[src/rtl/nib_rx_pkg.sv]
package nib_rx_pkg;
  typedef enum logic [2:0] {
    S_IDLE,
    S_HI,
    S_PUSH,
    S_LO,
    S_FLUSH
  } rx_state_t;

  localparam logic [7:0] HDR_B0 = 8'h08;
  localparam logic [7:0] HDR_B1 = 8'h00;
endpackage

[src/rtl/nib_rx_filter.sv]
module nib_rx_filter #(
  parameter int W          = 5,
  parameter int STABLE_CYC = 3
) (
  input  logic         clk,
  input  logic         rst_n,
  input  logic [W-1:0] raw,
  output logic [W-1:0] clean
);
  localparam int CW = $clog2(STABLE_CYC + 1);

  logic [W-1:0] s1, s2, cand;
  logic [CW-1:0] cnt;

  // two-flop synchronizer per line
  for (genvar i = 0; i < W; i++) begin : g_sync
    always_ff @(posedge clk or negedge rst_n) begin
      if (!rst_n) begin
        s1[i] <= 1'b0;
        s2[i] <= 1'b0;
      end else begin
        s1[i] <= raw[i];
        s2[i] <= s1[i];
      end
    end
  end

  // whole-vector stability window
  always_ff @(posedge clk or negedge rst_n) begin
    if (!rst_n) begin
      cand  <= '0;
      cnt   <= '0;
      clean <= '0;
    end else if (s2 != cand) begin
      cand <= s2;
      cnt  <= '0;
    end else if (cnt != CW'(STABLE_CYC)) begin
      cnt <= cnt + 1'b1;
    end else begin
      clean <= cand;
    end
  end
endmodule

[src/rtl/nib_rx_ostage.sv]
module nib_rx_ostage (
  input  logic       clk,
  input  logic       rst_n,
  input  logic       push,
  input  logic [7:0] push_d,
  input  logic       push_last,
  input  logic       m_ready,
  output logic [7:0] m_data,
  output logic       m_valid,
  output logic       m_last,
  output logic       free
);
  assign free = !m_valid || m_ready;

  always_ff @(posedge clk or negedge rst_n) begin
    if (!rst_n) begin
      m_valid <= 1'b0;
      m_data  <= '0;
      m_last  <= 1'b0;
    end else if (push) begin
      m_valid <= 1'b1;
      m_data  <= push_d;
      m_last  <= push_last;
    end else if (m_ready) begin
      m_valid <= 1'b0;
    end
  end

  a_r7_hold_under_stall: assert property (@(posedge clk) disable iff (!rst_n)
    (m_valid && !m_ready) |=> (m_valid && $stable(m_data) && $stable(m_last)));

  a_r7_no_overwrite: assert property (@(posedge clk) disable iff (!rst_n)
    push |-> (!m_valid || m_ready));
endmodule

[src/rtl/nib_rx_fsm.sv]
module nib_rx_fsm
  import nib_rx_pkg::*;
#(
  parameter int TMO_CYC = 256
) (
  input  logic       clk,
  input  logic       rst_n,
  input  logic [3:0] f_d,
  input  logic       f_hs,
  input  logic       slot_free,
  output logic       hs_out,
  output logic       push,
  output logic [7:0] push_d,
  output logic       push_last,
  output logic       pkt_done,
  output logic       hdr_err
);
  localparam int TW = $clog2(TMO_CYC + 1);

  rx_state_t state;
  logic [3:0] nib_hi, nib_lo;
  logic [1:0] hdr_cnt;
  logic       drop, pend_v, hs_prev;
  logic [7:0] pend_d;
  logic [TW-1:0] tmo_cnt;

  logic rise, fall, steady, tmo_hit, end_hit, payload_in;
  logic [7:0] byte_w, hdr_exp;

  assign rise    = f_hs && !hs_prev;
  assign fall    = !f_hs && hs_prev;
  assign steady  = (f_hs == hs_prev);
  assign tmo_hit = (state == S_HI) && (tmo_cnt == TW'(TMO_CYC - 1));
  assign byte_w  = {nib_hi, f_d};
  assign hdr_exp = (hdr_cnt == 2'd0) ? HDR_B0 : HDR_B1;
  assign end_hit = ((state == S_HI) && steady && !tmo_hit && (f_d == ~nib_hi)) ||
                   ((state == S_LO) && steady && (f_d == ~nib_lo));
  assign payload_in = (state == S_HI) && fall && !tmo_hit && !drop && (hdr_cnt == 2'd2);
  assign hs_out = (state == S_HI) || (state == S_PUSH);

  always_comb begin
    push      = 1'b0;
    push_d    = pend_d;
    push_last = 1'b0;
    case (state)
      S_HI:    push = payload_in && pend_v && slot_free;
      S_PUSH:  push = slot_free;
      S_FLUSH: begin
        push      = slot_free;
        push_last = 1'b1;
      end
      default: push = 1'b0;
    endcase
  end

  always_ff @(posedge clk or negedge rst_n) begin
    if (!rst_n) begin
      state    <= S_IDLE;
      nib_hi   <= '0;
      nib_lo   <= '0;
      hdr_cnt  <= '0;
      drop     <= 1'b0;
      pend_v   <= 1'b0;
      pend_d   <= '0;
      hs_prev  <= 1'b0;
      tmo_cnt  <= '0;
      pkt_done <= 1'b0;
      hdr_err  <= 1'b0;
    end else begin
      hs_prev  <= f_hs;
      pkt_done <= 1'b0;
      hdr_err  <= 1'b0;
      if (end_hit) begin
        if (drop) begin
          state <= S_IDLE;
        end else if (hdr_cnt != 2'd2) begin
          hdr_err <= 1'b1;
          state   <= S_IDLE;
        end else if (pend_v) begin
          state <= S_FLUSH;
        end else begin
          pkt_done <= 1'b1;
          state    <= S_IDLE;
        end
      end else begin
        case (state)
          S_IDLE: if (rise) begin
            nib_hi  <= f_d;
            hdr_cnt <= '0;
            drop    <= 1'b0;
            pend_v  <= 1'b0;
            tmo_cnt <= '0;
            state   <= S_HI;
          end
          S_HI: begin
            tmo_cnt <= tmo_cnt + 1'b1;
            if (tmo_hit) begin
              pend_v <= 1'b0;
              state  <= S_IDLE;
            end else if (fall) begin
              nib_lo <= f_d;
              state  <= S_LO;
              if (!drop) begin
                if (hdr_cnt != 2'd2) begin
                  if (byte_w != hdr_exp) begin
                    hdr_err <= 1'b1;
                    drop    <= 1'b1;
                  end else begin
                    hdr_cnt <= hdr_cnt + 1'b1;
                  end
                end else if (pend_v && !slot_free) begin
                  state <= S_PUSH;
                end else begin
                  pend_d <= byte_w;
                  pend_v <= 1'b1;
                end
              end
            end
          end
          S_PUSH: if (slot_free) begin
            pend_d <= {nib_hi, nib_lo};
            state  <= S_LO;
          end
          S_LO: if (rise) begin
            nib_hi  <= f_d;
            tmo_cnt <= '0;
            state   <= S_HI;
          end
          S_FLUSH: if (slot_free) begin
            pend_v   <= 1'b0;
            pkt_done <= 1'b1;
            state    <= S_IDLE;
          end
          default: state <= S_IDLE;
        endcase
      end
    end
  end

  a_r1_ack_after_rise: assert property (@(posedge clk) disable iff (!rst_n)
    $rose(hs_out) |-> $past(f_hs));

  a_r5_status_exclusive: assert property (@(posedge clk) disable iff (!rst_n)
    !(pkt_done && hdr_err));

  a_r6_done_with_last: assert property (@(posedge clk) disable iff (!rst_n)
    (push && push_last) |=> pkt_done);

  a_r8_timeout_drops_ack: assert property (@(posedge clk) disable iff (!rst_n)
    tmo_hit |=> !hs_out);
endmodule

[src/rtl/nib_pkt_rx.sv]
module nib_pkt_rx #(
  parameter int STABLE_CYC = 3,
  parameter int TMO_CYC    = 256
) (
  input  logic       clk,
  input  logic       rst_n,
  input  logic [3:0] nib_in,
  input  logic       hs_in,
  output logic       hs_out,
  output logic [7:0] m_data,
  output logic       m_valid,
  input  logic       m_ready,
  output logic       m_last,
  output logic       pkt_done,
  output logic       hdr_err
);
  localparam int LINES = 5;

  logic [LINES-1:0] clean;
  logic       slot_free, push, push_last;
  logic [7:0] push_d;

  nib_rx_filter #(.W(LINES), .STABLE_CYC(STABLE_CYC)) u_filt (
    .clk   (clk),
    .rst_n (rst_n),
    .raw   ({hs_in, nib_in}),
    .clean (clean)
  );

  nib_rx_fsm #(.TMO_CYC(TMO_CYC)) u_fsm (
    .clk       (clk),
    .rst_n     (rst_n),
    .f_d       (clean[3:0]),
    .f_hs      (clean[4]),
    .slot_free (slot_free),
    .hs_out    (hs_out),
    .push      (push),
    .push_d    (push_d),
    .push_last (push_last),
    .pkt_done  (pkt_done),
    .hdr_err   (hdr_err)
  );

  nib_rx_ostage u_out (
    .clk       (clk),
    .rst_n     (rst_n),
    .push      (push),
    .push_d    (push_d),
    .push_last (push_last),
    .m_ready   (m_ready),
    .m_data    (m_data),
    .m_valid   (m_valid),
    .m_last    (m_last),
    .free      (slot_free)
  );
endmodule

[config.mk]
export PLATFORM = sky130hd
export DESIGN_NAME = nib_pkt_rx
export DESIGN_NICKNAME = d
export VERILOG_FILES = /design/src/rtl/nib_rx_pkg.sv /design/src/rtl/nib_rx_filter.sv /design/src/rtl/nib_rx_ostage.sv /design/src/rtl/nib_rx_fsm.sv /design/src/rtl/nib_pkt_rx.sv
export SDC_FILE = /design/constraint.sdc
export NUM_CORES = 1
export LEC_CHECK = 0
export BUFFER_PORTS_ARGS = -buffer_cell sky130_fd_sc_hd__buf_2
export CAP_MARGIN = 15
export CORE_ASPECT_RATIO = 0.5
export CORE_MARGIN = 2
export CORE_UTILIZATION = 64
export CTS_CLUSTER_DIAMETER = 100
export DETAILED_ROUTE_END_ITERATION = 6
export GPL_TIMING_DRIVEN = 0
export HOLD_SLACK_MARGIN = 0.15
export PLACE_DENSITY = 0.85
export SYNTH_ARGS = -nofsm -noshare
export SYNTH_HDL_FRONTEND = slang
export SYNTH_SLANG_ARGS = --single-unit
[constraint.sdc]
create_clock -name clk -period 6.9 [get_ports clk]
set_clock_uncertainty 0.2 [all_clocks]
set_input_delay 0.69 -clock clk [delete_from_list [all_inputs] [get_ports clk]]
set_output_delay 0.69 -clock clk [all_outputs]
set_load 0.01 [all_outputs]
==> results.md, run 1 <==
* Combinational family with the most area after synthesis: multiplexers
* Register bit total from synthesis at 67
* Cells taking the most area after synthesis: dfrtp_1, mux2_2, mux2_4
* Effective utilization at floorplan at 0.688
* Post-CTS Resized at 0
* Max Freq at 355 MHz
* Critical Path Source Type: flop
* CTS tree: yes
* Outcome: finished clean
* CP required at between 6000 and 7000 ps
* Sinks on the clock net at 67
* Number of max-slew violations in the final report at 0
* Vias after detailed routing at 2115
* Std cell rows at 17
* Area fraction in and, or, nand and nor cells after synthesis at 0.129
* Routed wire per std cell at 15.3 microns
* Unrepaired setup endpoints after global routing: false
* Antenna violations before repair at 0
* Worst slack after detailed placement at 4200 ps
* Post-route antenna net violation count at 0
* Primary FF master, synth: dfrtp_1
* Share of layout cells above drive strength 1 at 0.259
* Top-level I/O count at 21
* Post-route setup slack at 4080 ps
* Area share of fa/ha/maj cells after synthesis at 0.0280
* Reported net switching power at 0.171 mW
* Clock share of power at 0.411
* Clock network latency to the later pin of the worst-skew pair at approximately 350 ps
* Compound-Gate Fraction of Synth Area at 0.0903
* Combined area of all synthesized cells at 0.00313 sq mm
* Sequential element share of the synthesized area at 0.535
* Maximum clock insertion buffer count at 2
* Antenna fix cells at 0
* Core footprint at 0.00455 sq mm
* PnR Total Power at between 0.7 and 0.8 mW
* Worst Path Arrival at 1930 ps
* Post-synthesis cell type count at 42
* Global-route wire length before repair at 9.69 mm
* Reg power frac at 0.566
* Xor/xnor cell area share of the yosys netlist at 0.0419
* P per Cell Area at 201 mW/mm^2
* Detailed placement HPWL at 4.03 mm
* Count of routing violations after the opening detailed-route iteration at 82
* Total iterations of the first detailed-routing run at 4
* Final WL at 5.66 mm
* Clock Root Buffer: clkbuf_8
* Synthesized area per cell at 11.7 sq um
* Count of buffers from port buffering at 20
* Critical path endpoint category: primary output
* Num CTS Buffers at 9
* Multiplexer share of the synthesized area at 0.141
* Remaining design rule violation count at 0
* Count of mapped cells out of synthesis at 268
* Int Pwr at 0.536 mW
* WS Path Type: flop to primary output
* Worst slew margin relative to its limit at 0.569
* Area growth syn-to-layout at 12.1%
* Maximum capacitance violations at 0
* Pin count of the biggest net entering global routing at 42
* Async set-or-reset flop fraction in the synthesized netlist at 1.00
* Total grt overflow at 0
* Setup Buffers After CTS at 0
* Number of levels the H-tree was split into at 3
* Combinational fraction of design power at 0.022
* Final nets at 315
* Routability-driven placement congestion ratio at 0.922
* Switching power as a share of total power at 0.241
* Post-Syn Nets at 283
* Final critical-path share of the clock period at 0.408
* Clock transition at the registers of the reported paths at 80 ps
* Number of enable flip-flop cells after synthesis at 0
* Area leader, netlist: dfrtp_1
* Max VDD drop at 0.000145 V
* LEAKAGE at 1.69 nW
* Path type of the worst min-delay path: input pin to async pin
* Slew at the pin closest to its max-slew limit at 642 ps
* Share of the synthesized area in the top cell type at 0.535
* Worst Hold Margin at 139 ps
* Area enclosed by the die boundary at 0.00550 sq mm
* Die extent in y at 53.5 microns
* Maximum fanout along the worst path at 10
* Post-CTS Hold Fix Bufs at 0
* Count of endpoints failing hold in the final timing report at 0
* Synthesis warning total at 0
* Final critical-path required period at 2820 ps
* Total track usage at 0.245
* Routed via count divided by cell count at 5.70
* Setup violators final at 0
* Via count of the first global-routing pass at 2071
* Post-route setup TNS at 0 ps
* Die X at roughly 100 microns
## area by class of cell
class | instances | area, sq um
Sequential cell | 67 | 1680
Clock buffer | 10 | 128
Timing Repair Buffer | 21 | 120
Tap cell | 66 | 82.6
Clock inverter | 6 | 50.0
Buffer | 16 | 72.6
Fill cell | 300 | 1040
Multi-Input combinational cell | 176 | 1350
Inverter | 9 | 33.8
## registers in the layout, summed over array words and instances (netlist names)
register and count:
u_filt.s2 5, u_out.m_last 1, u_out.m_data 8, u_filt.cand 5, u_fsm.nib_hi 4, u_fsm.push_d 8
u_out.m_valid 1, u_fsm.hs_prev 1, u_fsm.hdr_cnt 2, u_fsm.tmo_cnt 9, u_fsm.pend_v 1, u_filt.clean 5
u_filt.s1 5, u_fsm.hdr_err 1, u_fsm.drop 1, u_filt.cnt 2, u_fsm.nib_lo 4, u_fsm.state 3
u_fsm.pkt_done 1
## final timing paths
| path | start | cells after the start | to | slack [ps] |
|---|---|---|---|---|
| max | u_fsm.state[2]$_DFFE_PN0P_ | 4 | hs_out | 4080 |
| min | rst_n | 1 | u_fsm.tmo_cnt[7]$_DFFE_PN0P_ | 140 |
| min reg2reg | u_filt.s1[1]$_DFF_PN0_ | 0 | u_filt.s2[1]$_DFF_PN0_ | 160 |
| max reg2reg | u_fsm.tmo_cnt[3]$_DFFE_PN0P_ | 8 | u_fsm.push_d[0]$_DFFE_PN0P_ | 4160 |
| min in group clk | u_filt.s1[1]$_DFF_PN0_ | 0 | u_filt.s2[1]$_DFF_PN0_ | 160 |
| max in group asynchronous | rst_n | 2 | u_fsm.push_d[3]$_DFFE_PN0P_ | 5740 |
## layout by cell type (no fill, tap or decap), types with 4 or more instances in the layout
cell / Yosys / layout
clkbuf_8: 0 / 9
ha_1: 7 / 7
xnor2_1: 11 / 11
o31ai_1: 6 / 6
nand2_1: 15 / 15
buf_2: 4 / 24
nand2b_1: 6 / 6
mux2_4: 8 / 8
dfrtp_1: 67 / 67
nand3_1: 9 / 9
clkbuf_1: 11 / 12
nor2b_1: 5 / 5
a21oi_1: 9 / 9
o21ai_0: 12 / 12
nor2_1: 12 / 12
nor3_1: 10 / 10
mux2_2: 26 / 26
inv_1: 9 / 9
xor2_1: 4 / 4
## per-stage QoR
stage / std cells / cell area, sq um / utilization
6_report: 371 / 3510 / 0.772
5_1_grt: 371 / 3510 / 0.772
4_1_cts: 371 / 3510 / 0.772
3_5_place_dp: 355 / 3330 / 0.733
3_3_place_gp: 354 / 3310 / 0.728
2_1_floorplan: 268 / 3130 / -
## power by group through the flow
stage	registers, mW	clock network, mW	logic (mW)
final	0.400	0.291	0.0156
after detailed placement	0.408	0	0.0163
after global placement	0.407	0	0.0141
after CTS	0.400	0.296	0.0164
after global routing	0.401	0.320	0.0185
after floorplan	0.407	0	0.00446
## synth_stat cells (3+ instances only)
master	count
nand2b_1	6
nand3_1	9
mux2_2	26
o31ai_1	6
xnor2_1	11
inv_1	9
nor2_1	12
nor3_1	10
a21oi_1	9
a211oi_1	3
nor4_1	3
nand2_1	15
ha_1	7
buf_2	4
clkbuf_1	11
o21ai_0	12
xor2_1	4
mux2i_1	3
nor2b_1	5
mux2_4	8
dfrtp_1	67
## cell families (layout without fill, tap and decap cells)
kind of cell / Yosys count / after routing
AND/OR/NAND/NOR: 74 / 74
flip-flops: 67 / 67
AO/OA/AOI/OAI: 43 / 43
multiplexers: 37 / 37
buffers and inverters: 25 / 62
XOR/XNOR: 15 / 15
adder cells (fa/ha/maj): 7 / 7
## worst max-delay path: stages (launching register included)
cell and delay (ps):
dfrtp_1 510, clkbuf_1 400, clkbuf_1 420, a21oi_1 90
buf_2 160
## layer usage
layer | part of all wire | GRT usage | vias to the layer above
li1 | - | - | 1010
met1 | 0.45 | 0.303 | 1039
met2 | 0.48 | 0.408 | 59
met3 | 0.058 | 0.0911 | 7
met4 | 0.0064 | 0.0724 | 0
met5 | 0 | 0 | -
(Power assumes the default switching activity.)
==> inputs of run 2 (changes only) <==
--- a/config.mk
+++ b/config.mk
@@ -9,12 +9,12 @@
 export CAP_MARGIN = 15
 export CORE_ASPECT_RATIO = 0.5
 export CORE_MARGIN = 2
-export CORE_UTILIZATION = 64
+export CORE_UTILIZATION = 60
 export CTS_CLUSTER_DIAMETER = 100
 export DETAILED_ROUTE_END_ITERATION = 6
 export GPL_TIMING_DRIVEN = 0
 export HOLD_SLACK_MARGIN = 0.15
-export PLACE_DENSITY = 0.85
+export PLACE_DENSITY = 0.8
 export SYNTH_ARGS = -nofsm -noshare
 export SYNTH_HDL_FRONTEND = slang
 export SYNTH_SLANG_ARGS = --single-unit
==> constraint.sdc (replaced) <==
create_clock -name clk -period 2.68 [get_ports clk]
set_clock_uncertainty 0.2 [all_clocks]
set_input_delay 0.268 -clock clk [delete_from_list [all_inputs] [get_ports clk]]
set_output_delay 0.268 -clock clk [all_outputs]
set_load 0.01 [all_outputs]
==> run 2 against run 1 <==
  * First-iteration DRC count increased by 1.2%
  * Die area up 6.3%
  * Clock power rose to 3.1 times the previous value
  * Total power rose to 2.8 times the previous value
  * Routed wire length rose by 2.8%
  * Register-to-register slack worse by 4100 ps
  * Clock-buffer cell count fell by 1
  * Sequential share of layout area fell by 2.0 points
  * Critical endpoint is now u_fsm.push_d[6]$_DFFE_PN0P_
  * Largest cell class unchanged
==> results.md, run 2 (synthesized netlist as in run 1, its figures left out) <==
* Number of cells on the worst hold path at 0
* Critical path, cell by cell: and4_1 -> and4_4 -> ha_4 -> nor3_1 -> a22o_4 -> or3_1 -> buf_6 -> mux2_4
* Final critical-path required period at 2610 ps
* Fill cell count at 330
* Area enclosed by the die boundary at a little under 0.006 sq mm
* CTS tree: yes
* WS Path Type: flop to flop
* Share of layout cells above drive strength 1 at 0.271
* Std cell rows at 18
* Most common cell after layout, fill and taps aside: dfrtp_1
* Count of buffers from port buffering at 20
* Antenna fix cells at 0
* P per Cell Area at approximately 540 mW/mm^2
* Via count of the first global-routing pass at 2104
* Die extent in y at 55.1 microns
* Outcome: finished clean
* Die X at ~110 microns
* Core footprint at 0.00498 sq mm
* Worst reg2reg path startpoint: u_fsm.tmo_cnt[5]$_DFFE_PN0P_
* Largest register by flop count: u_fsm.tmo_cnt
* Switching power as a share of total power at 0.210
* Count of endpoints failing hold in the final timing report at 0
* Combinational fraction of design power at 0.024
* Max VDD drop at 0.000451 V
* Final WL at 5.82 mm
* Register-to-Register Path Depth at 8
* Pin count of the biggest net entering global routing at 40
* Setup violators final at 0
* Path type of the worst min-delay path: flop to flop
* Start point of the worst hold path: u_filt.s1[2]$_DFF_PN0_
* Routed via count divided by cell count at ~5.6
* Leading cell types in the layout, fill and taps excluded: dfrtp_1, mux2_2, buf_2
* Num CTS Buffers at 9
* Count of placed standard cells in the final layout, fillers left out at approximately 380
* Total iterations of the first detailed-routing run at 4
* Antenna violations before repair at 0
* Worst slack after detailed placement at -45.8 ps
* Detailed placement HPWL at 4.11 mm
* Area growth syn-to-layout at 17.1%
* Post-route setup slack at ~70 ps
* Clock share of power at 0.455
* Effective utilization at floorplan at 0.629
* Maximum clock insertion buffer count at 2
* Max Freq at 383 MHz
* Final core area utilization at 0.737
* Number of max-slew violations in the final report at 0
* LEAKAGE at 1.77 nW
* Maximum fanout along the worst path at 10
* Remaining design rule violation count at 0
* Global-route wire length before repair at 9.43 mm
* Reported net switching power at slightly above 0.4 mW
* Int Pwr at 1.56 mW
* Number of cells after detailed placement at 359
* Post-route antenna net violation count at 0
* Number of flip-flops in the largest register at 9
* Maximum capacitance violations at 0
* Routed wire per std cell at 15.2 microns
* Worst R2R End: u_fsm.push_d[6]$_DFFE_PN0P_
* Critical Path Source Type: flop
* Slew at the pin closest to its max-slew limit at 688 ps
* Reg2reg setup slack at 70 ps
* Count of routing violations after the opening detailed-route iteration at 83
* Clock network latency to the later pin of the worst-skew pair at 350 ps
* Cell with the largest stage delay on the worst path: dfrtp_1
* Clock Root Buffer: clkbuf_8
* Worst slew margin relative to its limit at 0.541
* Hold endpoint: u_filt.s2[2]$_DFF_PN0_
* Multi-input combinational cell area at about 0.0014 sq mm
* Total grt overflow at 0
* Top-level I/O count at 21
* Number of levels the H-tree was split into at 3
* Routability-driven placement congestion ratio at approximately 0.90
* Final nets at 325
* Final critical-path share of the clock period at 0.974
* Worst Path Arrival at 2640 ps
* Vias after detailed routing at between 2000 and 2500
* Clock transition at the registers of the reported paths at approximately 70 ps
* Total track usage at 0.220
* Register cell area after layout at 0.00168 sq mm
* Reg power frac at 0.521
* Critical path endpoint category: flop
* Post-route setup TNS at 0 ps
* CP required at around 2700 ps
* Largest stage delay on the critical path at 400 ps
* Sinks on the clock net at 67
-- run 2: cell types whose count changed in the layout (fill, tap and decap cells not counted), sizes merged --
cell	change
buf	+3
clkinv	-1
clkbuf	-1
bufinv	+2
clkinvlp	-1
dlygate4sd3	+7
-- run 2: power by group through the flow --
stage                     logic (mW)  registers, mW  clock network [mW]
after floorplan               0.0115           1.05                   0
after global placement        0.0361           1.05                   0
after detailed placement      0.0418           1.05                   0
after CTS                     0.0496           1.03               0.922
after global routing          0.0553           1.03               0.967
final                         0.0476           1.03               0.901
-- run 2: through the flow --
step | power (mW) | cell area (sq um) | hold slack (ps)
floorplan | 1.06 | 3130 | -228
global placement | 1.09 | 3320 | 132
detailed placement | 1.09 | 3340 | 137
CTS | 2.00 | 3640 | 163
global route | 2.05 | 3670 | 167
finish | 1.98 | 3670 | 157
-- run 2: critical path: cells and delay by family, from the launching register on --
family / cells / cell delay, ps
AOI/OAI and AO/OA: 1 / 270
adders and majority gates: 1 / 170
buffers and inverters: 1 / 160
DFF: 1 / 400
muxes: 1 / 300
and+or+nand+nor: 4 / 960
-- run 2: worst max-delay path by stage --
stage,start,endpoint,slack (ps),cells after the start
after detailed placement,u_fsm.tmo_cnt[3]$_DFFE_PN0P_,u_fsm.push_d[3]$_DFFE_PN0P_,-50,8
after global routing,u_fsm.tmo_cnt[5]$_DFFE_PN0P_,u_fsm.push_d[5]$_DFFE_PN0P_,-20,8
final,u_fsm.tmo_cnt[5]$_DFFE_PN0P_,u_fsm.push_d[6]$_DFFE_PN0P_,70,8
after floorplan,u_fsm.tmo_cnt[3]$_DFFE_PN0P_,u_fsm.push_d[0]$_DFFE_PN0P_,220,8
after global placement,u_fsm.tmo_cnt[3]$_DFFE_PN0P_,u_fsm.push_d[0]$_DFFE_PN0P_,-20,8
after CTS,u_fsm.tmo_cnt[5]$_DFFE_PN0P_,u_fsm.push_d[5]$_DFFE_PN0P_,30,8
-- run 2: what timing repair did --
action                                  CTS  global route
resized for setup                         1             3
endpoints found under the setup margin   12            13
setup buffers                             2             1
hold buffers                              7             0
endpoints found under the hold margin    35             0
-- run 2: area by class of cell --
type	instances	area share
Tap cell	70	0.0239
Clock inverter	6	0.0246
Inverter	9	0.00922
Sequential cell	67	0.457
Multi-Input combinational cell	176	0.373
Clock buffer	9	0.0338
Buffer	16	0.0198
Timing Repair Buffer	31	0.0580
-- run 2: metal layers --
layer	up-vias	global-route usage	share of wire
li1	1026	-	-
met1	1071	0.256	0.45
met2	47	0.389	0.49
met3	7	0.0890	0.046
met4	0	0.0724	0.012
met5	-	0	0
==> inputs of run 3 (changes only) <==
--- a/config.mk
+++ b/config.mk
@@ -14,7 +14,7 @@
 export DETAILED_ROUTE_END_ITERATION = 6
 export GPL_TIMING_DRIVEN = 0
 export HOLD_SLACK_MARGIN = 0.15
-export PLACE_DENSITY = 0.8
+export PLACE_DENSITY = 0.82
 export SYNTH_ARGS = -nofsm -noshare
 export SYNTH_HDL_FRONTEND = slang
 export SYNTH_SLANG_ARGS = --single-unit
==> run 3 against run 2 <==
  * Register-to-register slack improved by 30 ps
  * Via count up 2.0%
  * Sequential cell count unchanged
  * Largest cell class unchanged
==> results.md, run 3 (synthesized netlist as in run 1, its figures left out) <==
* Largest register by flop count: u_fsm.tmo_cnt
* Design Area, Final at 0.00366 sq mm
* Num CTS Buffers at 9
* Via count of the first global-routing pass at 2212
* Count of placed standard cells in the final layout, fillers left out at 385
* Detailed placement HPWL at 4.12 mm
* Critical path, cell by cell: and4_4 -> and4_1 -> ha_4 -> nor3_1 -> a22o_4 -> or3_1 -> buf_6 -> mux2_4
* Critical Path Source Type: flop
* Maximum clock insertion buffer count at 2
* Reg2reg setup slack at 100 ps
* Vias after detailed routing at 2194
* Unrepaired setup endpoints after global routing: false
* Routed via count divided by cell count at 5.70
* Most common cell after layout, fill and taps aside: dfrtp_1
* Count of endpoints failing hold in the final timing report at 0
* Global-route wire length before repair at 10.4 mm
* Core footprint at 0.00498 sq mm
* Critical path endpoint category: flop
* Path type of the worst min-delay path: flop to flop
* End of the critical path: u_fsm.push_d[0]$_DFFE_PN0P_
* Cell with the largest stage delay on the worst path: dfrtp_2
* Area enclosed by the die boundary at roughly 0.0058 sq mm
* Number of flip-flops in the largest register at 9
* Largest stage delay on the critical path at 410 ps
* Area growth syn-to-layout at 17.0%
* CTS tree: yes
* Share of layout cells above drive strength 1 at 0.279
* Effective utilization at floorplan at 0.629
* Final critical-path share of the clock period at 0.963
* Worst reg2reg path startpoint: u_fsm.tmo_cnt[4]$_DFFE_PN0P_
* Final WL at 6.26 mm
* Worst R2R End: u_fsm.push_d[0]$_DFFE_PN0P_
* Die extent in y at 55.1 microns
* Remaining design rule violation count at 0
* Total grt overflow at 0
* Cell class contributing the biggest share of worst-path delay: simple AND/OR/NAND/NOR gates
* Worst slack after detailed placement at -40.2 ps
* Stages on worst setup path at 8
* Number of cells on the worst hold path at 0
* Max VDD drop at 0.000388 V
* Maximum capacitance violations at 0
* Register cell area after layout at between 0.0015 and 0.002 sq mm
* Number of levels the H-tree was split into at 3
* CP required at roughly 2700 ps
* Number of max-slew violations in the final report at 0
* P per Cell Area at 532 mW/mm^2
* Setup violators final at 0
* Die X at 106 microns
* Fill cell count at 343
* Antenna fix cells at 0
* Clock Root Buffer: clkbuf_8
* LEAKAGE at 1.76 nW
* WS Path Type: flop to flop
* Register-to-Register Path Depth at 8
* Final core area utilization at 0.736
* Sinks on the clock net at 67
* Clock network latency to the later pin of the worst-skew pair at 350 ps
* Top-level I/O count at 21
* Pin count of the biggest net entering global routing at 38
* Worst Path Arrival at 2620 ps
* Count of routing violations after the opening detailed-route iteration at 101
* Outcome: finished clean
* Total track usage at 0.239
* Leading cell types in the layout, fill and taps excluded: dfrtp_1, mux2_2, buf_2
* Std cell rows at 18
* Max Freq at 388 MHz
* Multi-input combinational cell area at 0.00137 sq mm
* Routed wire per std cell at 16.3 microns
* Placed Instance Area at 0.00334 sq mm
* Worst slew margin relative to its limit at 0.439
* Post-route antenna net violation count at 0
* Final critical-path required period at 2580 ps
* Slew at the pin closest to its max-slew limit at 841 ps
* Total iterations of the first detailed-routing run at 4
* Number of cells after detailed placement at 359
* Worst setup path start: u_fsm.tmo_cnt[4]$_DFFE_PN0P_
* Maximum fanout along the worst path at 10
* Antenna violations before repair at 0
* Post-route setup slack at around 100 ps
* Count of buffers from port buffering at 20
* Bufs and invs on worst path at 1
* Routability-driven placement congestion ratio at 0.898
* Final nets at 325
* Clock transition at the registers of the reported paths at 80 ps
==> run 3: per-stage QoR <==
| stage | power, mW | TNS [ps] | hold slack [ps] |
|---|---|---|---|
| CTS | 1.96 | 0 | 153 |
| floorplan | 1.06 | 0 | -228 |
| finish | 1.95 | 0 | 151 |
| global placement | 1.09 | -187 | 131 |
| detailed placement | 1.09 | -286 | 135 |
| global route | 2.01 | 0 | 161 |
==> run 3: worst min path at each step <==
stage	startpoint	to	slack [ps]
4_1_cts	u_filt.s1[4]$_DFF_PN0_	u_filt.s2[4]$_DFF_PN0_	150
6_report	u_filt.s1[4]$_DFF_PN0_	u_filt.s2[4]$_DFF_PN0_	150
3_5_place_dp	u_filt.s1[0]$_DFF_PN0_	u_filt.s2[0]$_DFF_PN0_	130
3_3_place_gp	u_filt.s1[1]$_DFF_PN0_	u_filt.s2[1]$_DFF_PN0_	130
2_1_floorplan	rst_n	u_filt.cand[0]$_DFFE_PN0P_	-230
5_1_grt	u_filt.s1[3]$_DFF_PN0_	u_filt.s2[3]$_DFF_PN0_	160
==> run 3: report_power, final <==
group / internal [mW] / switching (mW) / total (mW) / leakage, nW
registers: 1.02 / 0.00735 / 1.03 / 0.900
logic: 0.0210 / 0.0288 / 0.0498 / 0.758
clock network: 0.462 / 0.409 / 0.871 / 0.0995
==> run 3: layout make-up <==
class / instances / area share
flip-flops and latches: 67 / 0.458
multi-input cells: 176 / 0.374
repair buffers: 31 / 0.0580
clock buffers: 10 / 0.0376
well taps: 70 / 0.0239
plain buffers: 16 / 0.0198
clock inverters: 6 / 0.0195
inverters: 9 / 0.00922
==> run 3: worst reg2reg max path, stage by stage, from the launching register on <==
cell and delay (ps):
dfrtp_2 410, and4_4 230, and4_1 240, ha_4 190, nor3_1 90, a22o_4 280, or3_1 370, buf_6 170
mux2_4 300
==> run 3: layer usage <==
metal  up-vias  wire length (microns)  GRT usage
li1       1031                      -          -
met1      1088                   2680      0.278
met2        61                   3170      0.432
met3        14                    299     0.0796
met4         0                    111     0.0899
met5         -                      0          0
==> run 3: repair_timing <==
action                     in CTS  in global routing
hold buffers                    7                  0
hold endpoints to repair       43                  0
gates resized for setup         1                  5
cloned                          0                  0
setup buffers                   1                  2
setup endpoints to repair      12                 22
